===== src/rtl/flash_status_gen.sv =====
module flash_status_gen #(
  parameter int NSECT          = 8,
  parameter int ADDR_W         = 8,
  parameter int DW             = 8,
  parameter int CLK_MHZ        = 50,
  parameter int PROG_PROT_CYC  = 2 * CLK_MHZ,
  parameter int ERASE_PROT_CYC = 100 * CLK_MHZ
) (
  input  logic              clk,
  input  logic              rst_n,
  input  logic              prog_go,
  input  logic [ADDR_W-1:0] prog_addr,
  input  logic              erase_go,
  input  logic [NSECT-1:0]  erase_sel,
  input  logic              suspend_req,
  input  logic              resume_req,
  input  logic [NSECT-1:0]  prot_mask,
  input  logic              op_done,
  input  logic              limit_hit,
  input  logic              reset_cmd,
  input  logic              rd_stb,
  input  logic [ADDR_W-1:0] rd_addr,
  input  logic [DW-1:0]     array_word,
  output logic [DW-1:0]     rd_data,
  output logic              rb_pull_low,
  output logic              rb_level
);

  localparam int SECT_W = (NSECT > 1) ? $clog2(NSECT) : 1;
  localparam int TMAX   = (ERASE_PROT_CYC > PROG_PROT_CYC) ? ERASE_PROT_CYC : PROG_PROT_CYC;
  localparam int TMR_W  = $clog2(TMAX + 1);

  typedef enum logic [2:0] {
    S_IDLE  = 3'd0,
    S_PROG  = 3'd1,
    S_ERASE = 3'd2,
    S_SUSP  = 3'd3,
    S_SPROG = 3'd4,
    S_PPROT = 3'd5,
    S_EPROT = 3'd6
  } st_t;

  st_t              st_q;
  logic             fail_q, t6_q, t2_q, back_susp_q;
  logic [NSECT-1:0] emask_q;
  logic [TMR_W-1:0] tmr_q;

  logic [SECT_W-1:0] prog_sect, rd_sect;
  logic [NSECT-1:0]  erase_eff;
  logic              prog_locked, busy, rd_in_erase, show_status, t2_live;
  logic [DW-1:0]     status_word;

  assign prog_sect   = prog_addr[ADDR_W-1 -: SECT_W];
  assign rd_sect     = rd_addr[ADDR_W-1 -: SECT_W];
  assign prog_locked = prot_mask[prog_sect];
  assign erase_eff   = erase_sel & ~prot_mask;
  assign rd_in_erase = emask_q[rd_sect];

  assign busy = (st_q == S_PROG) || (st_q == S_ERASE) || (st_q == S_SPROG) ||
                (st_q == S_PPROT) || (st_q == S_EPROT);
  assign show_status = busy || (st_q == S_SUSP && rd_in_erase);
  assign t2_live = rd_in_erase && (st_q == S_ERASE || st_q == S_SUSP || st_q == S_SPROG);

  always_comb begin
    status_word    = '0;
    status_word[6] = t6_q;
    status_word[5] = fail_q;
    status_word[2] = t2_q;
  end

  assign rd_data     = show_status ? status_word : array_word;
  assign rb_pull_low = busy;
  assign rb_level    = ~busy;

  always_ff @(posedge clk or negedge rst_n) begin
    if (!rst_n) begin
      st_q        <= S_IDLE;
      fail_q      <= 1'b0;
      t6_q        <= 1'b0;
      t2_q        <= 1'b0;
      back_susp_q <= 1'b0;
      emask_q     <= '0;
      tmr_q       <= '0;
    end else begin
      if (rd_stb && busy)    t6_q <= ~t6_q;
      if (rd_stb && t2_live) t2_q <= ~t2_q;

      if (st_q == S_PPROT || st_q == S_EPROT) tmr_q <= tmr_q + TMR_W'(1);
      else                                    tmr_q <= '0;

      if (reset_cmd) begin
        st_q    <= S_IDLE;
        fail_q  <= 1'b0;
        emask_q <= '0;
      end else begin
        case (st_q)
          S_IDLE: begin
            if (prog_go) begin
              st_q        <= prog_locked ? S_PPROT : S_PROG;
              back_susp_q <= 1'b0;
            end else if (erase_go && |erase_sel) begin
              emask_q <= erase_eff;
              st_q    <= (|erase_eff) ? S_ERASE : S_EPROT;
            end
          end
          S_PROG: begin
            if (limit_hit)             fail_q <= 1'b1;
            else if (op_done && !fail_q) st_q <= S_IDLE;
          end
          S_ERASE: begin
            if (limit_hit) fail_q <= 1'b1;
            else if (!fail_q && op_done) begin
              st_q    <= S_IDLE;
              emask_q <= '0;
            end else if (!fail_q && suspend_req) st_q <= S_SUSP;
          end
          S_SUSP: begin
            if (resume_req) st_q <= S_ERASE;
            else if (prog_go) begin
              st_q        <= prog_locked ? S_PPROT : S_SPROG;
              back_susp_q <= 1'b1;
            end
          end
          S_SPROG: begin
            if (limit_hit)             fail_q <= 1'b1;
            else if (op_done && !fail_q) st_q <= S_SUSP;
          end
          S_PPROT: begin
            if (tmr_q == TMR_W'(PROG_PROT_CYC - 1))
              st_q <= back_susp_q ? S_SUSP : S_IDLE;
          end
          S_EPROT: begin
            if (tmr_q == TMR_W'(ERASE_PROT_CYC - 1)) st_q <= S_IDLE;
          end
          default: st_q <= S_IDLE;
        endcase
      end
    end
  end

endmodule



===== config.mk =====
export PLATFORM = sky130hd
export DESIGN_NAME = flash_status_gen
export DESIGN_NICKNAME = d
export VERILOG_FILES = /design/src/rtl/flash_status_gen.sv
export SDC_FILE = /design/constraint.sdc
export NUM_CORES = 1
export LEC_CHECK = 0
export BUFFER_PORTS_ARGS = -buffer_cell sky130_fd_sc_hd__buf_2
export CORE_ASPECT_RATIO = 0.6
export CORE_UTILIZATION = 40
export DETAILED_ROUTE_END_ITERATION = 7
export GPL_TIMING_DRIVEN = 0
export PLACE_DENSITY = 0.65
export SLEW_MARGIN = 20
export SYNTH_ARGS = -nofsm -noshare
export SYNTH_HDL_FRONTEND = slang
export SYNTH_SLANG_ARGS = --single-unit
export TNS_END_PERCENT = 5

===== constraint.sdc =====
create_clock -name clk -period 3.2 [get_ports clk]
set_input_delay 0.64 -clock clk [delete_from_list [all_inputs] [get_ports clk]]
set_output_delay 0.64 -clock clk [all_outputs]
set_load 0.1 [all_outputs]

## Yosys cells after proc, flatten, opt, wreduce, memory -nomap -nowiden

Index checks and enable logic that the tools add are counted.

| word-level totals | value |
|---|---|
| register bits after elaboration | 28 |
| input bits | 50 |
| output and inout port bits | 10 |
| logic and storage cells | 106 |

| operators by class | value |
|---|---|
| $add $sub $neg | 1 |
| magnitude comparators | 2 |
| equality and inequality tests | 24 |
| mux-type cells | 38 |
| bitwise logic cells | 6 |
| reductions and logical operators | 28 |

Operator list:

| kind | count |
|---|---|
| 3-bit two-way mux | 16 |
| 8-bit two-way mux | 6 |
| 3-bit one-hot mux with 7 select lines | 1 |
| 8-bit one-hot mux with 2 select lines | 1 |
| 8-bit OR reduction | 2 |
| 3-bit by 2-bit inequality test with 1-bit output (second input constant) | 5 |
| 3-bit inequality test (second input constant) | 5 |
| 13-bit by 1-bit adder with 13-bit output (second input constant) | 1 |
| 13-bit == test (second input constant) | 1 |
| 13-bit by 7-bit == test with 1-bit output (second input constant) | 1 |
| 13-bit two-way mux | 1 |
| 10-bit AND reduction | 1 |
| 5-bit AND reduction | 2 |
| 3-bit == test (second input constant) | 3 |
| 1-bit two-way mux | 9 |
| 8-bit bitwise AND | 1 |
| 1-bit logical OR | 8 |
| 3-bit by 4-bit < comparator with 1-bit output (second input constant) | 2 |
| 4-bit inequality test (second input constant) | 2 |
| 8-bit NOT | 1 |
| 1-bit logical AND | 7 |
| 1-bit binary-select mux with 3-bit select | 2 |
| 3-bit by 2-bit == test with 1-bit output (second input constant) | 2 |
| 2-bit inequality test (second input constant) | 3 |
| other kinds (11) | 16 |

## Depth between registers and ports, before layout

Gate-level depths: netlist (run 1).

| logic depth | value |
|---|---|
| depth after elaboration | 8 |
| mapped depth | 7 |
| depth with buffers taken out | 6 |

## Worst setup path after synthesis (run 1)

OpenSTA, ideal clock, no wires.

| timing | value |
|---|---|
| kind | reg-to-output |
| start point | reg st_q[1] |
| end point | out rb_level |
| arrival time | 3.370 ns |
| required time | 2.560 ns |
| slack | -0.810 ns |
| cell stages (with the launch flop) | 5 |
| path buffers | 1 |
| path through | dfrtp_1 > buf_2 > nor3_1 > a21oi_1 > inv_1 |

| on the way | value |
|---|---|
| word-level cells in the longest chain between the ends | 6 |
| elaborated cells on any way between the ends | 10 |
| classes of those cells | 5 x eq/ne; 1 x bitwise; 4 x reduce/logical |

RTL lines:

| item | line | text |
|---|---|---|
| from (decl) | 43 | `st_t st_q;` |
| from (signal assigned) | 99 | `st_q <= prog_locked ? S_PPROT : S_PROG;` |
| from (signal assigned) | 103 | `st_q <= (\|erase_eff) ? S_ERASE : S_EPROT;` |
| from (signal assigned) | 120 | `st_q <= prog_locked ? S_PPROT : S_SPROG;` |
| 3-bit by 1-bit == test with 1-bit output / 3-bit by 2-bit == test with 1-bit output (equally long branches) | 59 | `assign busy = (st_q == S_PROG) \|\| (st_q == S_ERASE) \|\| (st_q == S_SPROG) \|\|` |
| 1-bit logical OR (3 in series) | 59 |  |
| 1-bit logical OR * | 60 | `(st_q == S_PPROT) \|\| (st_q == S_EPROT);` |
| via rb_pull_low | 25 | `output logic rb_pull_low,` |
| 1-bit NOT * | 73 | `assign rb_level = ~busy;` |
| to (decl) | 26 | `output logic rb_level` |

The timed path passes the listed nets; every way through them passes the cells marked *.

## Worst setup path after layout (run 1)

| timing | value |
|---|---|
| start point | in rd_addr[5] |
| end point | out rd_data[2] |

| on the way | value |
|---|---|
| word-level cells in the longest chain between the ends | 5 |

RTL lines:

| item | line | text |
|---|---|---|
| from (decl) | 22 | `input logic [ADDR_W-1:0] rd_addr,` |
| 1-bit binary-select mux with 3-bit select | 57 | `assign rd_in_erase = emask_q[rd_sect];` |
| 1-bit two-way mux (not written as such) | 57 |  |
| 1-bit logical AND | 61 | `assign show_status = busy \|\| (st_q == S_SUSP && rd_in_erase);` |
| 1-bit logical OR | 61 |  |
| 8-bit two-way mux | 71 | `assign rd_data = show_status ? status_word : array_word;` |
| to (decl) | 24 | `output logic [DW-1:0] rd_data,` |

No other way between the ends. The select of a mux whose other input is x is not followed.

==> flow_metrics.py, run 1 <==
metrics = {
    "critical_path": {
        "critPathRequiredTime_ns": 2.56,
        "cpMostUsedCell": "buf_2",
        "crit_fanout": 8,
        "cp.depth": 7,
        "crit_path_cell_trace": "buf_2 > mux4_2 > mux2i_2 > nor2_1 > nor2_4 > mux2_2 > buf_2",
        "setup.worst_path.class": "input port to output port",
        "r2r_cells": 5,
        "arrival_ns": 2.45,
        "slowest_stage": "mux4_2",
        "worstPathBufferInverterCount": 2,
        "slowest_delay_ns": 0.50,
        "critPathLaunchType": "input port",
        "endpoint_kind": "output port",
        "crit_family": "multiplexers",
    },
    "power": {
        "internal-power_mw": 0.913,
        "comb_power_share_pct": 64.9,
        "powerDensity_nw_per_um2": 908,
        "power.share.clock_pct": 13.7,
        "ir_worst_vdd_v": 0.000383,
        "switchingPower_mw": 1.13,
        "p_sw_share_pct": 55.4,
        "p_seq_share_pct": 21.5,
        "leakagePower_nw": 1.03,
    },
    "flow_run": {
        "drv_cap": 0,
    },
    "cells_and_area": {
        "layout_common_cells": "buf_2 (49), dfrtp_1 (28), nor2_1 (22), mux2_1 (11), nand2_1 (10)",
        "n_antenna_cell": 0,
        "area_delta_synth_final_pct": 21.7,
        "drive_above_1_share_pct": 29.6,
        "nNetsFinal": 293,
        "final_common_cell": "buf_2",
    },
    "sta": {
        "slew_violations": 0,
        "fin_skew_ns": 0.00103,
        "rsz0062_at_grt": "no",
        "min_period_ns": 3.09,
        "setup_viol": 0,
        "tightest_slew_ns": 0.630,
        "setup_tns_ns": 0,
        "hold_ws_ns": 0.369,
        "hold_violations": 0,
        "fin_crit_sh_pct": 96.7,
        "max_clock_freq_mhz": 323,
        "relSlewSlack_pct": 58.0,
    },
    "yosys": {
        "async_reset_ff_share_pct": 100,
        "avgSynthCellArea_um2": 9.92,
        "synth-main-ff-cell": "dfrtp_1",
        "synth_top_area_share_pct": 37.8,
        "ys.warnings.count": 0,
        "syn_nets": 239,
        "synth-edff-count": 0,
        "synth.area.top_cells": "dfrtp_1 (38%), mux2_1 (6.7%), nor2_1 (4.5%)",
        "synth_area_um2": 1850,
        "ys_types": 42,
        "synth_area_leader_cell": "dfrtp_1",
        "netlist_instances": 187,
        "yosysSeqAreaShare_pct": 37.8,
        "ys_ff_latch": 28,
    },
    "floorplanning": {
        "die-area_um2": 4920,
        "fp.dieW_um": 89.9,
        "fp-row-count": 18,
        "core_um2": 4280,
        "ios": 60,
        "die_y_um": 54.7,
        "start_util_pct": 43.3,
    },
    "drt": {
        "routed_via_density": 5.09,
        "drc": 0,
        "drt_wl_total_um": 4140,
        "first_pass_iters": 4,
        "ant_nets": 0,
        "via_count": 1528,
        "post_drt_wl_per_cell_um": 13.8,
        "drtIter0Drc": 106,
    },
    "global_route": {
        "antenna_found_initial": 0,
        "grt_pass1_vias": 1387,
        "grt_pass1_wl_um": 6880,
        "grt_max_degree": 29,
        "grt_use_total_pct": 18.5,
        "overflow": 0,
    },
    "clocking": {
        "cts_tree": "built",
        "clk_pin_slew_ns": 0.09,
        "cts_made_buffers": 3,
        "cts_hold_buf": 0,
        "clockRootBuffer": "clkbuf_8",
        "insertion_delay_ns": 0.28,
        "clockBufferDepth": 2,
        "cts.sinks": 28,
        "htree_levels": 1,
    },
    "worst_hold_path": {
        "hp-class": "input port to asynchronous set/reset pin",
    },
    "place": {
        "gp_congestion": 0.813,
        "hpwl_um": 3260,
        "port_buffers": 49,
    },
    "outcome": {
        "status": "finished, final reports clean",
    },
}
-- cells by family after synthesis --
| group | count (synthesis) | share of synthesized area [%] |
|---|---|---|
| buffers and inverters | 12 | 3.91 |
| XOR/XNOR | 15 | 7.49 |
| flip-flops | 28 | 37.8 |
| adder cells (fa/ha/maj) | 2 | 1.35 |
| AO/OA/AOI/OAI | 21 | 8.30 |
| multiplexers | 20 | 14.9 |
| AND/OR/NAND/NOR | 89 | 26.2 |
-- stage by stage --
step	instance area (um^2)	util (%)	std cells	total power [mW]	setup WS, ns
final	2260	52.7	300	2.05	0.107
after global routing	2260	52.7	300	2.15	0.000312
after CTS	2250	52.6	300	2.06	0.0367
after detailed placement	2180	50.9	296	1.77	0.0424
after global placement	2180	50.9	296	1.76	0.0517
after floorplan	1860	-	187	1.56	0.180
-- layout make-up --
type,count,area [um^2]
Inverter,4,15.0
Buffer,8,57.6
Fill cell,397,2020
Clock buffer,3,41.3
Timing Repair Buffer,49,248
Clock inverter,1,30.0
Sequential cell,28,701
Tap cell,60,75.1
Multi-Input combinational cell,147,1090
-- sequential cells by signal, summed over array words and instances (netlist names) --
signal,cells
t6_q,1
back_susp_q,1
tmr_q,13
t2_q,1
st_q,3
fail_q,1
emask_q,8
-- cells in the mapped netlist, types with 2 or more instances --
master and instances:
a21oi_1 6, and2_1 5, nand2b_1 3, xor2_1 7, mux2_2 4, clkbuf_1 2, inv_1 4, a31oi_1 3
mux4_1 2, nor2_1 22, o21ai_0 4, nor3b_1 9, nand2_1 10, buf_6 2, mux2_1 11, nor4_1 5
nor3_1 6, nand4_1 4, nor2b_1 9, xnor2_1 7, and3_1 4, buf_4 3, dfrtp_1 28, nand3_1 7
ha_1 2, mux4_2 2
-- metal layers --
layer | routed length [um] | GRT usage (%)
met1 | 2280 | 28.5
met2 | 1550 | 26.2
met3 | 278 | 3.61
met5 | 0 | 0
met4 | 38 | 4.84
-- worst paths after layout --
check | start | to | slack (ns)
setup / recovery | rd_addr[5] | rd_data[2] | 0.11
hold / removal | rst_n | t6_q | 0.37
setup reg to reg | tmr_q[0] | st_q[2] | 1.12
hold reg to reg | t6_q | t6_q | 0.47
max in group asynchronous | rst_n | emask_q[2] | 2.43
min in group clk | t6_q | t6_q | 0.47
-- timing repair --
item                                    4_1_cts  5_1_grt
endpoints found under the setup margin        0        7
buffers inserted                              0        0
resized for setup                             0        2
-- power by group through the flow --
| stage | combinational, mW | sequential (mW) | clock [mW] |
|---|---|---|---|
| CTS | 1.32 | 0.440 | 0.292 |
| finish | 1.33 | 0.439 | 0.280 |
| detailed placement | 1.32 | 0.446 | 0 |
| global route | 1.40 | 0.448 | 0.305 |
| global placement | 1.31 | 0.446 | 0 |
| floorplan | 1.13 | 0.436 | 0 |
(Power assumes the default switching activity.)
==> inputs of run 2 (changes only) <==
CORE_UTILIZATION = 35   (was 40)
PLACE_DENSITY = not set   (was 0.65)
TNS_END_PERCENT = 10   (was 5)
==> run 2 against run 1 <==
  * Routed wire length up 4.3%
  * Setup slack gained 0.051 ns
  * Global-route usage decreased by 0.64 points
  * First-iteration DRC count fell by 13%
  * Combinational power about the same
  * Count of clock-buffer cells in the layout is the same
  * Sequential power is essentially flat
  * Flip-flop and latch count is the same
  * Critical path type unchanged
  * Die area grew 14%
  * Via count is 4.0% higher
  * Hold slack better by 0.0025 ns
  * Utilization decreased by 7.9 points
==> flow_metrics.py, run 2 (same netlist as run 1, synthesis figures left out) <==
metrics = {
    "outcome": {
        "status": "finished, final reports clean",
    },
    "critical_path": {
        "cpMostUsedCell": "buf_2",
        "setup.worst_path.class": "input port to output port",
        "slowest_stage": "mux4_2",
        "arrival_ns": 2.40,
        "critPathRequiredTime_ns": 2.56,
        "reg2reg_slack_ns": 1.18,
        "crit_family": "multiplexers",
        "reg2reg_from": "tmr_q[0]",
        "r2r_cells": 6,
        "worstPathBufferInverterCount": 2,
        "crit_path_cell_trace": "buf_2 > mux4_2 > mux2i_4 > nor2_1 > nor2_4 > mux2_2 > buf_2",
        "critPathLaunchType": "input port",
        "r2r-end": "st_q[0]",
        "crit_fanout": 8,
        "endpoint_kind": "output port",
        "slowest_delay_ns": 0.52,
    },
    "global_route": {
        "grt_max_degree": 29,
        "grt_pass1_vias": 1546,
        "grt_pass1_wl_um": 7510,
        "grt_use_total_pct": 17.9,
        "overflow": 0,
        "antenna_found_initial": 0,
    },
    "cells_and_area": {
        "reg_top3": "tmr_q: 13 flops, emask_q: 8 flops, st_q: 3 flops",
        "nNetsFinal": 293,
        "final_area_um2": 2270,
        "area_delta_synth_final_pct": 22.7,
        "largest_register_ffs": 13,
        "layout_common_cells": "buf_2 (48), dfrtp_1 (28), nor2_1 (22), mux2_1 (11), nand2_1 (10)",
        "n_antenna_cell": 0,
        "final_common_cell": "buf_2",
        "fin_util_pct": 44.8,
        "largest-register": "tmr_q",
        "drive_above_1_share_pct": 29.6,
    },
    "power": {
        "p_sw_share_pct": 55.3,
        "comb_power_share_pct": 65.1,
        "ir_worst_vdd_v": 0.000617,
        "total_power_mw": 2.06,
        "power.share.clock_pct": 13.6,
        "powerDensity_nw_per_um2": 905,
        "p_seq_share_pct": 21.3,
        "switchingPower_mw": 1.14,
        "internal-power_mw": 0.920,
        "leakagePower_nw": 1.03,
    },
    "clocking": {
        "cts_tree": "built",
        "cts.sinks": 28,
        "cts_resized": 0,
        "insertion_delay_ns": 0.28,
        "clk_pin_slew_ns": 0.09,
        "htree_levels": 1,
        "clockBufferDepth": 2,
        "clockRootBuffer": "clkbuf_8",
        "cts_hold_buf": 0,
        "cts_setup_buffers": 0,
        "cts_made_buffers": 3,
    },
    "drt": {
        "drtIter0Drc": 92,
        "routed_via_density": 5.19,
        "via_count": 1589,
        "drc": 0,
        "ant_nets": 0,
        "first_pass_iters": 4,
        "drt_wl_total_um": 4320,
        "post_drt_wl_per_cell_um": 14.1,
    },
    "sta": {
        "fin_crit_sh_pct": 95.1,
        "relSlewSlack_pct": 57.2,
        "max_clock_freq_mhz": 329,
        "min_period_ns": 3.04,
        "rsz0062_at_grt": "no",
        "hold_ws_ns": 0.371,
        "setup_viol": 0,
        "setup_tns_ns": 0,
        "hold_violations": 0,
        "fin_skew_ns": 0.00386,
        "slew_violations": 0,
        "tightest_slew_ns": 0.640,
    },
    "place": {
        "gp_congestion": 0.795,
        "dpl-instance-area_um2": 2190,
        "hpwl_um": 3470,
        "port_buffers": 49,
    },
    "floorplanning": {
        "die-area_um2": 5600,
        "core_um2": 5080,
        "fp-row-count": 20,
        "fp.dieW_um": 96.0,
        "die_y_um": 58.4,
        "start_util_pct": 36.5,
        "ios": 60,
    },
    "worst_hold_path": {
        "hp-class": "input port to asynchronous set/reset pin",
    },
    "flow_run": {
        "drv_cap": 0,
    },
}
run 2: layout make-up:
type	count	area [um^2]
plain buffers	8	57.6
clock buffers	3	41.3
clock inverters	1	30.0
fillers	502	2810
inverters	4	15.0
multi-input cells	147	1100
flip-flops and latches	28	701
well taps	66	82.6
repair buffers	49	250
run 2: worst max path at each step:
| stage | slack (ns) | cells after the start | end | start |
|---|---|---|---|---|
| finish | 0.16 | 7 | rd_data[5] | rd_addr[5] |
| global route | 0.06 | 7 | rd_data[2] | rd_addr[5] |
| CTS | 0.03 | 7 | rd_data[2] | rd_addr[5] |
| detailed placement | 0.03 | 7 | rd_data[2] | rd_addr[5] |
| global placement | 0.04 | 7 | rd_data[2] | rd_addr[5] |
| floorplan | 0.18 | 4 | rb_level | st_q[1] |
run 2: power groups by stage:
stage	Clock (mW)	Combinational (mW)	Sequential [mW]
after floorplan	0	1.13	0.436
after global placement	0	1.33	0.445
after detailed placement	0	1.33	0.447
after CTS	0.291	1.33	0.440
after global routing	0.305	1.44	0.449
final	0.279	1.34	0.439
run 2: metrics by stage:
step / instances / worst slack (ns)
2_1_floorplan: 187 / 0.180
3_3_place_gp: 302 / 0.0359
3_5_place_dp: 302 / 0.0334
4_1_cts: 306 / 0.0335
5_1_grt: 306 / 0.0563
6_report: 306 / 0.158
run 2: per-layer routing:
layer / share of wire, % / GRT usage [%]
met5: 0 / 0
met4: 0.39 / 2.77
met3: 7.9 / 5.43
met2: 37 / 23.7
met1: 54 / 28.6
run 2: worst register-to-register path: cells and delay by family (launching register included):
kind | cells | cell delay [ns]
AO/OA/AOI/OAI | 2 | 0.73
AND/OR/NAND/NOR | 2 | 0.16
adder cells (fa/ha/maj) | 1 | 0.27
multiplexers | 1 | 0.34
flip-flops | 1 | 0.41
==> inputs of run 3 (changes only) <==
CELL_PAD_IN_SITES_DETAIL_PLACEMENT = 0   (was not set)
CELL_PAD_IN_SITES_GLOBAL_PLACEMENT = 1   (was not set)
PLACE_DENSITY = 0.76   (was not set)
RECOVER_POWER = 100   (was not set)
==> run 3 against run 2 <==
  * The flow now finishes with violations (max-capacitance violations, max-slew violations)
  * Cell count stayed put
  * Fmax is 1.3% lower
  * Clock power hardly changed
  * Routed wire length is 2.9% lower
  * Die area stayed put
  * Via count is 3.1% lower
  * Critical path type unchanged
  * Highest routed layer unchanged
==> flow_metrics.py, run 3 (same netlist as run 1, synthesis figures left out) <==
metrics = {
    "cells_and_area": {
        "largest_register_ffs": 13,
        "reg_top3": "tmr_q: 13 flops, emask_q: 8 flops, st_q: 3 flops",
        "largest-register": "tmr_q",
        "final_common_cell": "buf_2",
        "nNetsFinal": 293,
        "multi_input_area_um2": 1070,
        "fin_util_pct": 43.8,
        "fillers": 486,
        "layout_common_cells": "buf_2 (40), dfrtp_1 (28), nor2_1 (22), mux2_1 (11), nand2_1 (10)",
        "area_delta_synth_final_pct": 20.0,
        "drive_above_1_share_pct": 27.1,
        "n_antenna_cell": 0,
        "regArea_um2": 701,
    },
    "critical_path": {
        "crit_fanout": 8,
        "endpoint_kind": "output port",
        "r2r-end": "st_q[1]",
        "critPathRequiredTime_ns": 2.56,
        "crit_path_cell_trace": "clkbuf_2 > mux4_2 > mux2i_2 > nor2_1 > nor2_4 > mux2_2 > buf_2",
        "cp-endpoint": "rd_data[5]",
        "setup.worst_path.class": "input port to output port",
        "slowest_delay_ns": 0.51,
        "r2r_cells": 6,
        "critPathLaunchType": "input port",
        "reg2reg_slack_ns": 0.58,
        "arrival_ns": 2.44,
        "reg2reg_from": "st_q[2]",
        "startpoint": "rd_addr[5]",
        "slowest_stage": "mux4_2",
    },
    "clocking": {
        "clockRootBuffer": "clkbuf_8",
        "cts_resized": 0,
        "cts.sinks": 28,
        "cts_made_buffers": 3,
        "cts_hold_buf": 0,
        "cts_tree": "built",
        "clk_pin_slew_ns": 0.10,
        "htree_levels": 1,
        "cts_setup_buffers": 0,
        "clockBufferDepth": 2,
        "insertion_delay_ns": 0.28,
    },
    "drt": {
        "first_pass_iters": 4,
        "post_drt_wl_per_cell_um": 13.7,
        "drt_wl_total_um": 4190,
        "routed_via_density": 5.03,
        "drtIter0Drc": 108,
        "ant_nets": 0,
        "via_count": 1540,
        "drc": 0,
    },
    "power": {
        "powerDensity_nw_per_um2": 903,
        "leakagePower_nw": 1.01,
        "total_power_mw": 2.01,
        "ir_worst_vdd_v": 0.000487,
    },
    "global_route": {
        "grt_pass1_vias": 1409,
        "overflow": 0,
        "grt_use_total_pct": 16.3,
        "antenna_found_initial": 0,
        "grt_pass1_wl_um": 6780,
        "grt_max_degree": 29,
    },
    "sta": {
        "setup_viol": 0,
        "fin_skew_ns": 0.00246,
        "min_period_ns": 3.08,
        "fin_crit_sh_pct": 96.3,
        "max_clock_freq_mhz": 325,
        "setup_tns_ns": 0,
        "hold_violations": 0,
        "relSlewSlack_pct": -1.38,
        "tightest_slew_ns": 1.52,
        "slew_violations": 29,
        "rsz0062_at_grt": "no",
    },
    "floorplanning": {
        "start_util_pct": 36.5,
        "die-area_um2": 5600,
        "core_um2": 5080,
        "fp-row-count": 20,
        "ios": 60,
        "fp.dieW_um": 96.0,
        "die_y_um": 58.4,
    },
    "outcome": {
        "violations": "max-capacitance violations, max-slew violations",
        "status": "finished, violations left",
    },
    "place": {
        "gp_congestion": 0.874,
        "hpwl_um": 3420,
        "port_buffers": 49,
    },
    "worst_hold_path": {
        "hp-class": "flip-flop to flip-flop",
    },
    "flow_run": {
        "drv_cap": 1,
    },
}
## run 3: changes by cell type in the layout (fill, tap and decap cells not counted)
cell	previous run	this run
a2111oi_0	0	1
a2111oi_4	1	0
buf_2	48	40
buf_4	3	1
buf_6	2	1
clkbuf_1	2	7
clkbuf_2	0	8
clkbuf_4	2	0
mux2i_2	0	1
mux2i_4	1	0
## run 3: area by class of cell
class                   count  area share (%)
repair buffers             49            11.0
clock buffers               3            1.86
multi-input cells         147            48.1
well taps                  66            3.71
inverters                   4           0.675
plain buffers               8            1.86
clock inverters             1            1.35
flip-flops and latches     28            31.5
## run 3: worst min path at each step
stage,from,end,slack (ns),depth (start not counted)
floorplan,rst_n,back_susp_q,0.34,0
global route,t2_q,t2_q,0.49,1
detailed placement,t2_q,t2_q,0.46,1
finish,t6_q,t6_q,0.47,1
global placement,t2_q,t2_q,0.46,1
CTS,rst_n,t2_q,0.40,1
## run 3: layer usage
metal	global-route usage, %	wire [um]	up-vias
li1	-	-	778
met1	26.9	2340	714
met2	21.6	1590	46
met3	3.10	244	2
met4	2.77	19	0
met5	0	0	-
## run 3: through the flow
step / cells / setup WS (ns) / area (um^2) / hold WS [ns]
2_1_floorplan: 187 / 0.180 / 1860 / 0.344
3_3_place_gp: 302 / 0.0669 / 2190 / 0.460
3_5_place_dp: 302 / 0.0547 / 2190 / 0.462
4_1_cts: 306 / 0.0482 / 2260 / 0.396
5_1_grt: 306 / 0.0193 / 2220 / 0.491
6_report: 306 / 0.119 / 2220 / 0.472
## run 3: power by group
part	switching (mW)	internal [mW]	leakage [nW]
registers	0.0357	0.405	0.382
logic	0.979	0.307	0.590
clock network	0.113	0.168	0.0357
total	1.13	0.880	1.01
## run 3: critical path: cells and delay by family
kind                   cells  cell delay (ns)
and+or+nand+nor            2             0.28
muxes                      3             1.10
buffers and inverters      2             0.41
